==> config.mk <==
export PLATFORM = sky130hd
export DESIGN_NAME = irq_status_unit
export DESIGN_NICKNAME = d
export VERILOG_FILES = /design/src/rtl/isc_pkg.sv /design/src/rtl/isc_set_merge.sv /design/src/rtl/isc_status_reg.sv /design/src/rtl/isc_signal.sv /design/src/rtl/irq_status_unit.sv
export SDC_FILE = /design/constraint.sdc
export NUM_CORES = 1
export LEC_CHECK = 0
export CAP_MARGIN = 20
export CELL_PAD_IN_SITES_DETAIL_PLACEMENT = 0
export CELL_PAD_IN_SITES_GLOBAL_PLACEMENT = 1
export CORE_MARGIN = 2
export CORE_UTILIZATION = 24
export DETAILED_ROUTE_END_ITERATION = 8
export PLACE_DENSITY = 0.91
export SYNTH_ARGS = -nofsm -noshare
export SYNTH_HDL_FRONTEND = slang
export SYNTH_SLANG_ARGS = --single-unit
==> constraint.sdc <==
create_clock -name clk_i -period 1.8 [get_ports clk_i]
set_input_delay 0.45 -clock clk_i [delete_from_list [all_inputs] [get_ports clk_i]]
set_output_delay 0.45 -clock clk_i [all_outputs]
set_load 0.01 [all_outputs]
==> src/rtl/isc_pkg.sv <==
package isc_pkg;
  localparam int unsigned STATUS_W = 32;
  localparam int unsigned NUM_SRC  = 2;
  localparam int unsigned POS_W    = $clog2(STATUS_W);
  // Fixed bit position of each internal source; index 0 compute-done, 1 transfer-done.
  localparam logic [NUM_SRC-1:0][POS_W-1:0] SRC_POS = {POS_W'(8), POS_W'(0)};
  typedef logic [STATUS_W-1:0] word_t;
endpackage

==> src/rtl/isc_set_merge.sv <==
module isc_set_merge
  import isc_pkg::*;
(
  input  logic               sw_raise_i,
  input  word_t              sw_raise_mask_i,
  input  logic [NUM_SRC-1:0] src_req_i,
  output word_t              set_mask_o,
  output logic               raise_ev_o
);
  word_t src_mask [NUM_SRC];

  for (genvar g = 0; g < NUM_SRC; g++) begin : g_src
    assign src_mask[g] = src_req_i[g] ? (word_t'(1) << SRC_POS[g]) : '0;
  end

  always_comb begin
    set_mask_o = sw_raise_i ? sw_raise_mask_i : '0;
    for (int i = 0; i < NUM_SRC; i++) set_mask_o |= src_mask[i];
  end

  assign raise_ev_o = sw_raise_i | (|src_req_i);
endmodule

==> src/rtl/isc_status_reg.sv <==
module isc_status_reg
  import isc_pkg::*;
(
  input  logic  clk_i,
  input  logic  rst_ni,
  input  logic  ack_i,
  input  word_t ack_mask_i,
  input  word_t set_mask_i,
  output word_t status_q_o,
  output logic  nxt_zero_o
);
  word_t status_q, status_d;

  // Clear before set so a coincident event survives.
  always_comb begin
    status_d = status_q;
    if (ack_i) status_d &= ~ack_mask_i;
    status_d |= set_mask_i;
  end

  always_ff @(posedge clk_i or negedge rst_ni) begin
    if (!rst_ni) status_q <= '0;
    else         status_q <= status_d;
  end

  assign status_q_o = status_q;
  assign nxt_zero_o = (status_d == '0);
endmodule

==> src/rtl/isc_signal.sv <==
module isc_signal (
  input  logic clk_i,
  input  logic rst_ni,
  input  logic msg_mode_i,
  input  logic raise_ev_i,
  input  logic ack_i,
  input  logic nxt_zero_i,
  output logic level_o,
  output logic pulse_o
);
  logic level_q, pulse_q, fire;

  assign fire = raise_ev_i & ~nxt_zero_i;

  always_ff @(posedge clk_i or negedge rst_ni) begin
    if (!rst_ni) begin
      level_q <= 1'b0;
      pulse_q <= 1'b0;
    end else begin
      pulse_q <= fire & msg_mode_i;
      if (fire && !msg_mode_i)                    level_q <= 1'b1;
      else if (ack_i && nxt_zero_i && !msg_mode_i) level_q <= 1'b0;
    end
  end

  assign level_o = level_q;
  assign pulse_o = pulse_q;
endmodule

==> src/rtl/irq_status_unit.sv <==
module irq_status_unit
  import isc_pkg::*;
(
  input  logic                clk_i,
  input  logic                rst_ni,
  input  logic                msg_mode_i,
  input  logic                sw_raise_i,
  input  logic [STATUS_W-1:0] sw_raise_mask_i,
  input  logic                sw_ack_i,
  input  logic [STATUS_W-1:0] sw_ack_mask_i,
  input  logic                compute_done_i,
  input  logic                xfer_done_i,
  output logic [STATUS_W-1:0] status_o,
  output logic                irq_level_o,
  output logic                msg_pulse_o
);
  word_t              set_mask;
  logic               raise_ev, nxt_zero;
  logic [NUM_SRC-1:0] src_req;

  assign src_req = {xfer_done_i, compute_done_i};

  isc_set_merge i_merge (
    .sw_raise_i      (sw_raise_i),
    .sw_raise_mask_i (sw_raise_mask_i),
    .src_req_i       (src_req),
    .set_mask_o      (set_mask),
    .raise_ev_o      (raise_ev)
  );

  isc_status_reg i_stat (
    .clk_i      (clk_i),
    .rst_ni     (rst_ni),
    .ack_i      (sw_ack_i),
    .ack_mask_i (sw_ack_mask_i),
    .set_mask_i (set_mask),
    .status_q_o (status_o),
    .nxt_zero_o (nxt_zero)
  );

  isc_signal i_sig (
    .clk_i      (clk_i),
    .rst_ni     (rst_ni),
    .msg_mode_i (msg_mode_i),
    .raise_ev_i (raise_ev),
    .ack_i      (sw_ack_i),
    .nxt_zero_i (nxt_zero),
    .level_o    (irq_level_o),
    .pulse_o    (msg_pulse_o)
  );
endmodule

# Word level (Yosys, flattened, before mapping)
# Index checks and enable logic that the tools add are counted.
# W data, S select, Z words.
# op_classes
mux	6
bitwise	9
n_reduce_logical	7
# ops
operator	count
$or A32 B32 Y32	3
$mux W32	2
$and A32 B32 Y32	1
$logic_not A32 Y1	1
$not A32 Y32	1
$mux W9	1
$logic_and A1 B1 Y1	3
$mux W1	3
$and A1 B1 Y1	2
$reduce_bool A2 Y1	1
$reduce_or A2 Y1	1
$logic_not A1 Y1	1
$not A1 Y1	1
$or A1 B1 Y1	1
# word_totals
regBits	34
in_bits	71
output_inout_bits	34

# Logic depth before layout (Yosys ltp)
# depth
word_depth	9
depth_mapped	7
ltp_nobuf	5

# Cells and area by module
# From an unflattened synthesis, not the netlist that was laid out.
# hier_totals
cells_unflattened	165
hier_area_um2	1759.2
# by_module_without_submodules
module	n_inst	cells_per_inst	area_per_inst_um2	seq_area_each_um2
isc_status_reg	1	120	1455.1	800.8
isc_set_merge	1	36	224.0	0.0
isc_signal	1	9	80.1	50.0

# Least setup slack after synthesis
# Ideal clock, no wire load.
# synth_timing
kind	input-to-reg
start	in sw_raise_i
end	reg i_sig.level_q, in the netlist i_sig.level_o
setup_time_ns	0.127
t_arrival_ns	1.439
required_time_ns	1.673
setup_slack_ns	0.234
cell_stages	6
cell_sequence	buf_6 > buf_2 > a22o_1 > nor4_1 > and4_1 > a31oi_1
# synth_via
elab_chain_len	9
word_cells_on_any_way	13
cone_classes	mux: 2; bitwise: 6; reduce/logical: 5
# synth_rtl
item	line_no	source
from (decl)	irq_status_unit.sv:7	input logic sw_raise_i,
$mux W32 (*)	isc_set_merge.sv:17	set_mask_o = sw_raise_i ? sw_raise_mask_i : '0;
$or A32 B32 Y32 (*) (2 in series)	isc_set_merge.sv:18	for (int i = 0; i < NUM_SRC; i++) set_mask_o |= src_mask[i];
$or A32 B32 Y32 (*)	isc_status_reg.sv:18	status_d |= set_mask_i;
via i_stat.status_d[25]	isc_status_reg.sv:12	word_t status_q, status_d;
$logic_not A32 Y1 (*)	isc_status_reg.sv:27	assign nxt_zero_o = (status_d == '0);
$not A1 Y1	isc_signal.sv:13	assign fire = raise_ev_i & ~nxt_zero_i;
$and A1 B1 Y1	isc_signal.sv:13	
$logic_and A1 B1 Y1	isc_signal.sv:21	if (fire && !msg_mode_i) level_q <= 1'b1;
$mux W1 / $reduce_bool A2 Y1 (equally long branches)	-	
to (signal assigned)	isc_signal.sv:17	level_q <= 1'b0;
to (signal assigned)	isc_signal.sv:21	
to (signal assigned)	isc_signal.sv:22	else if (ack_i && nxt_zero_i && !msg_mode_i) level_q <= 1'b0;
to (decl)	isc_signal.sv:11	logic level_q, pulse_q, fire;
# Mark *: on every way through the listed nets, which the timed path passes. The rest lies on a longest branch.
# A chain may end at the register's enable or synchronous reset.

# Worst setup path after layout
# layout_timing
start	in sw_ack_mask_i[8]
end	reg i_sig.pulse_q, in the netlist i_sig.pulse_o
# layout_via
elab_chain_len	8
# layout_rtl
item	line_no	source
from (decl)	irq_status_unit.sv:10	input logic [STATUS_W-1:0] sw_ack_mask_i,
$not A32 Y32	isc_status_reg.sv:17	if (ack_i) status_d &= ~ack_mask_i;
$and A32 B32 Y32	isc_status_reg.sv:17	
$mux W32	isc_status_reg.sv:17	
$or A32 B32 Y32	isc_status_reg.sv:18	
via i_stat.status_d[8]	isc_status_reg.sv:12	
$logic_not A32 Y1	isc_status_reg.sv:27	
$not A1 Y1	isc_signal.sv:13	
$and A1 B1 Y1	isc_signal.sv:13	
$and A1 B1 Y1	isc_signal.sv:20	pulse_q <= fire & msg_mode_i;
to (signal assigned)	isc_signal.sv:20	
to (decl)	isc_signal.sv:11	
# The timed path passes the listed nets, and every way through them passes these cells.

==> flow_summary.json <==
{
  "wl_met3_um": 393,
  "pwr-share-comb": 0.291,
  "synth_common_cells": "34 x dfrtp_1, 32 x nand2_1, 30 x a22o_1, 8 x nor4_1, 4 x buf_6",
  "status": "finished clean",
  "setup_viol": 0,
  "synth-edff-count": 0,
  "swShare": 0.258,
  "path_buf_inv": 1,
  "finalNonFillerCells": 320,
  "power_frac_seq": 0.432,
  "dp_cells": 308,
  "grt_pass1_wl_um": 7620,
  "start_util": 0.244,
  "critPathTopFamily": "simple AND/OR/NAND/NOR gates",
  "cp_max_fo": 2,
  "diodes": 0,
  "wirelength_um": 5060,
  "clk_path_buf_depth": 2,
  "hold_violations": 0,
  "startpoint": "sw_ack_mask_i[8]",
  "die_area_um2": 6590,
  "fmax_mhz": 578,
  "core_um2": 5850,
  "synth_cell_types": 15,
  "topRoutingLayerUsed": "met4",
  "drtIter0Drc": 61,
  "power_mw": 2.07,
  "cpPeakStageDelay_ps": 460,
  "endpoint": "i_sig.pulse_o",
  "nNetsFinal": 315,
  "crit_chain": "clkdlybuf4s50_1 -> nand2_1 -> a221o_1 -> nor4_2 -> and4_1 -> a211oi_1",
  "pre_cts_ws_ps": -647,
  "area_growth_pct": 95.6,
  "worst_slack_ps": 68.9,
  "via_count": 1484,
  "ys_top_cells_by_area": "dfrtp_1 59%, a22o_1 18%, nand2_1 8.4%",
  "overflow": 0,
  "r2r_cells": 4,
  "worstMarginPinSlew_ps": 431,
  "drt-wirelength-per-cell_um": 15.8,
  "slew_headroom": 0.713,
  "worstSetupPathDepth": 6,
  "yosys.area.top_type": "dfrtp_1",
  "cts_tree": "done",
  "clock-root-buffer": "clkbuf_8",
  "drc": 0,
  "final.min_clock_period_ps": 1730,
  "synth_warnings": 0,
  "antenna_found_initial": 0,
  "cp-start-kind": "input pin",
  "firstDrtPassIters": 4,
  "drive_gt1_frac": 0.135,
  "clockPowerShare": 0.277,
  "clk_latency_ps": 280,
  "row_count": 28,
  "synth-seq-cells": 34,
  "cp_data_arrival_time_ps": 1890,
  "wl_met2_um": 2360,
  "nFillCells": 551,
  "ff2ff_setup_slack_ps": 330,
  "grt_pass1_vias": 1550,
  "maxCapViolCount": 0,
  "syn_area_per_cell_um2": 11.5,
  "async_flop_share": 1.00,
  "synth_nets": 195,
  "cts.sinks": 34,
  "post-dp-hpwl_um": 3660,
  "timing.rr.end": "i_sig.pulse_o",
  "critPathCaptureType": "flop",
  "ioPinCount": 105,
  "finClkSkew_ps": 6.07,
  "grtUsageTotal": 0.155,
  "die_h_um": 81.2,
  "p_per_area_nw_per_um2": 739,
  "power.switching_uw": 533,
  "criticalPathCategory": "input pin to flop",
  "netlist_area_um2": 1430,
  "cpMaxStageDelayCell": "clkdlybuf4s50_1",
  "vdd.ir_drop.worst_mv": 0.379,
  "cts_hold_buf": 0,
  "finalCritPeriodShare": 0.962,
  "crit_required_ps": 1960,
  "ant_nets": 0,
  "p_leak_nw": 1.19,
  "synth_top_cell_area_share": 0.595,
  "path_clk_slew_ps": 70,
  "rsz0062_at_grt": "no",
  "synth.most_common_cell": "dfrtp_1",
  "r2r-start": "i_stat.status_q_o[12]",
  "syn_inst": 124,
  "p_int_mw": 1.54,
  "vias_per_cell": 4.64,
  "die_w_um": 81.2,
  "cts_buffers": 5,
  "holdCritPathClass": "input pin to asynchronous set/reset pin",
  "slew_viol_final": 0,
  "htree_levels": 2,
  "globalplace.congestion": 0.766,
  "routedLengthMet1_um": 2260,
  "numPortBuffers": 104,
  "seq_area_frac_synth": 0.595,
  "grt_max_degree": 35,
  "synthFlopType": "dfrtp_1"
}
power groups by stage:
stage	Combinational, mW	Clock (mW)	Sequential (mW)
6_report	0.601	0.573	0.895
5_1_grt	0.641	0.630	0.905
4_1_cts	0.599	0.593	0.895
3_5_place_dp	0.572	0	0.905
3_3_place_gp	0.564	0	0.908
2_1_floorplan	0.138	0	0.940
sequential cells by signal, indices dropped and copies added (netlist names):
signal	cells
i_sig.level_o	1
i_sig.pulse_o	1
i_stat.status_q_o	32
worst reg2reg max path, cell delays in order (launching register included):
cell      delay (ps)
dfrtp_1          390
a22o_1           220
nor4_1           370
and4_1           280
a211oi_1          90
how the worst min path moves through the flow:
stage / from / end / slack, ps
floorplan: rst_ni / i_sig.level_o / 150
global placement: rst_ni / i_stat.status_q_o[6] / 510
detailed placement: rst_ni / i_stat.status_q_o[7] / 510
CTS: rst_ni / i_sig.pulse_o / 200
global route: rst_ni / i_stat.status_q_o[7] / 220
finish: rst_ni / i_stat.status_q_o[7] / 190
kinds of logic after synthesis:
kind of cell,Yosys count,share of synthesized area
simple gates,45,0.140
buf+inv,10,0.0542
compound gates,35,0.211
flops,34,0.595
area by class of cell:
cell class	count	area (um2)	area share
Clock buffer	7	86.3	0.0309
Clock inverter	1	5.00	0.00179
Inverter	2	7.51	0.00268
Multi-Input combinational cell	80	539	0.193
Sequential cell	34	851	0.304
Tap cell	75	93.8	0.0335
Timing Repair Buffer	121	1210	0.434
metrics by stage:
step	TNS, ps	utilization	hold slack [ps]	area [um2]
4_1_cts	0	0.475	204	2780
5_1_grt	0	0.478	225	2800
2_1_floorplan	0	-	154	1430
6_report	0	0.478	189	2800
3_3_place_gp	-1330	0.444	506	2600
3_5_place_dp	-1350	0.444	510	2600
repair_timing:
action                     CTS  global route
gates resized for setup      8             6
setup buffers                2             0
gates cloned                 2             0
pin swaps                    2             3
setup endpoints to repair    2             2
per-layer routing:
metal / global-route usage / vias up
met4: 0.0424 / 0
met2: 0.250 / 67
met3: 0.0533 / 6
li1: - / 703
met5: 0 / -
met1: 0.197 / 708
placed cells by master, fill, tap and decap left out:
cell type / instances
a22o_1: 30
clkbuf_1: 1
dfrtp_1: 34
bufbuf_16: 1
a31oi_1: 1
and4_1: 2
clkdlybuf4s50_1: 101
a211oi_1: 1
buf_6: 2
nor2_1: 2
nor4_2: 6
clkdlybuf4s15_2: 1
nor4_1: 2
a221o_1: 2
buf_4: 11
inv_1: 2
clkbuf_2: 1
nor3_1: 1
clkinv_2: 1
o21ai_0: 1
buf_2: 2
clkbuf_8: 6
nand2_1: 32
buf_12: 2
Note: power is estimated with default switching activity, not from simulation.
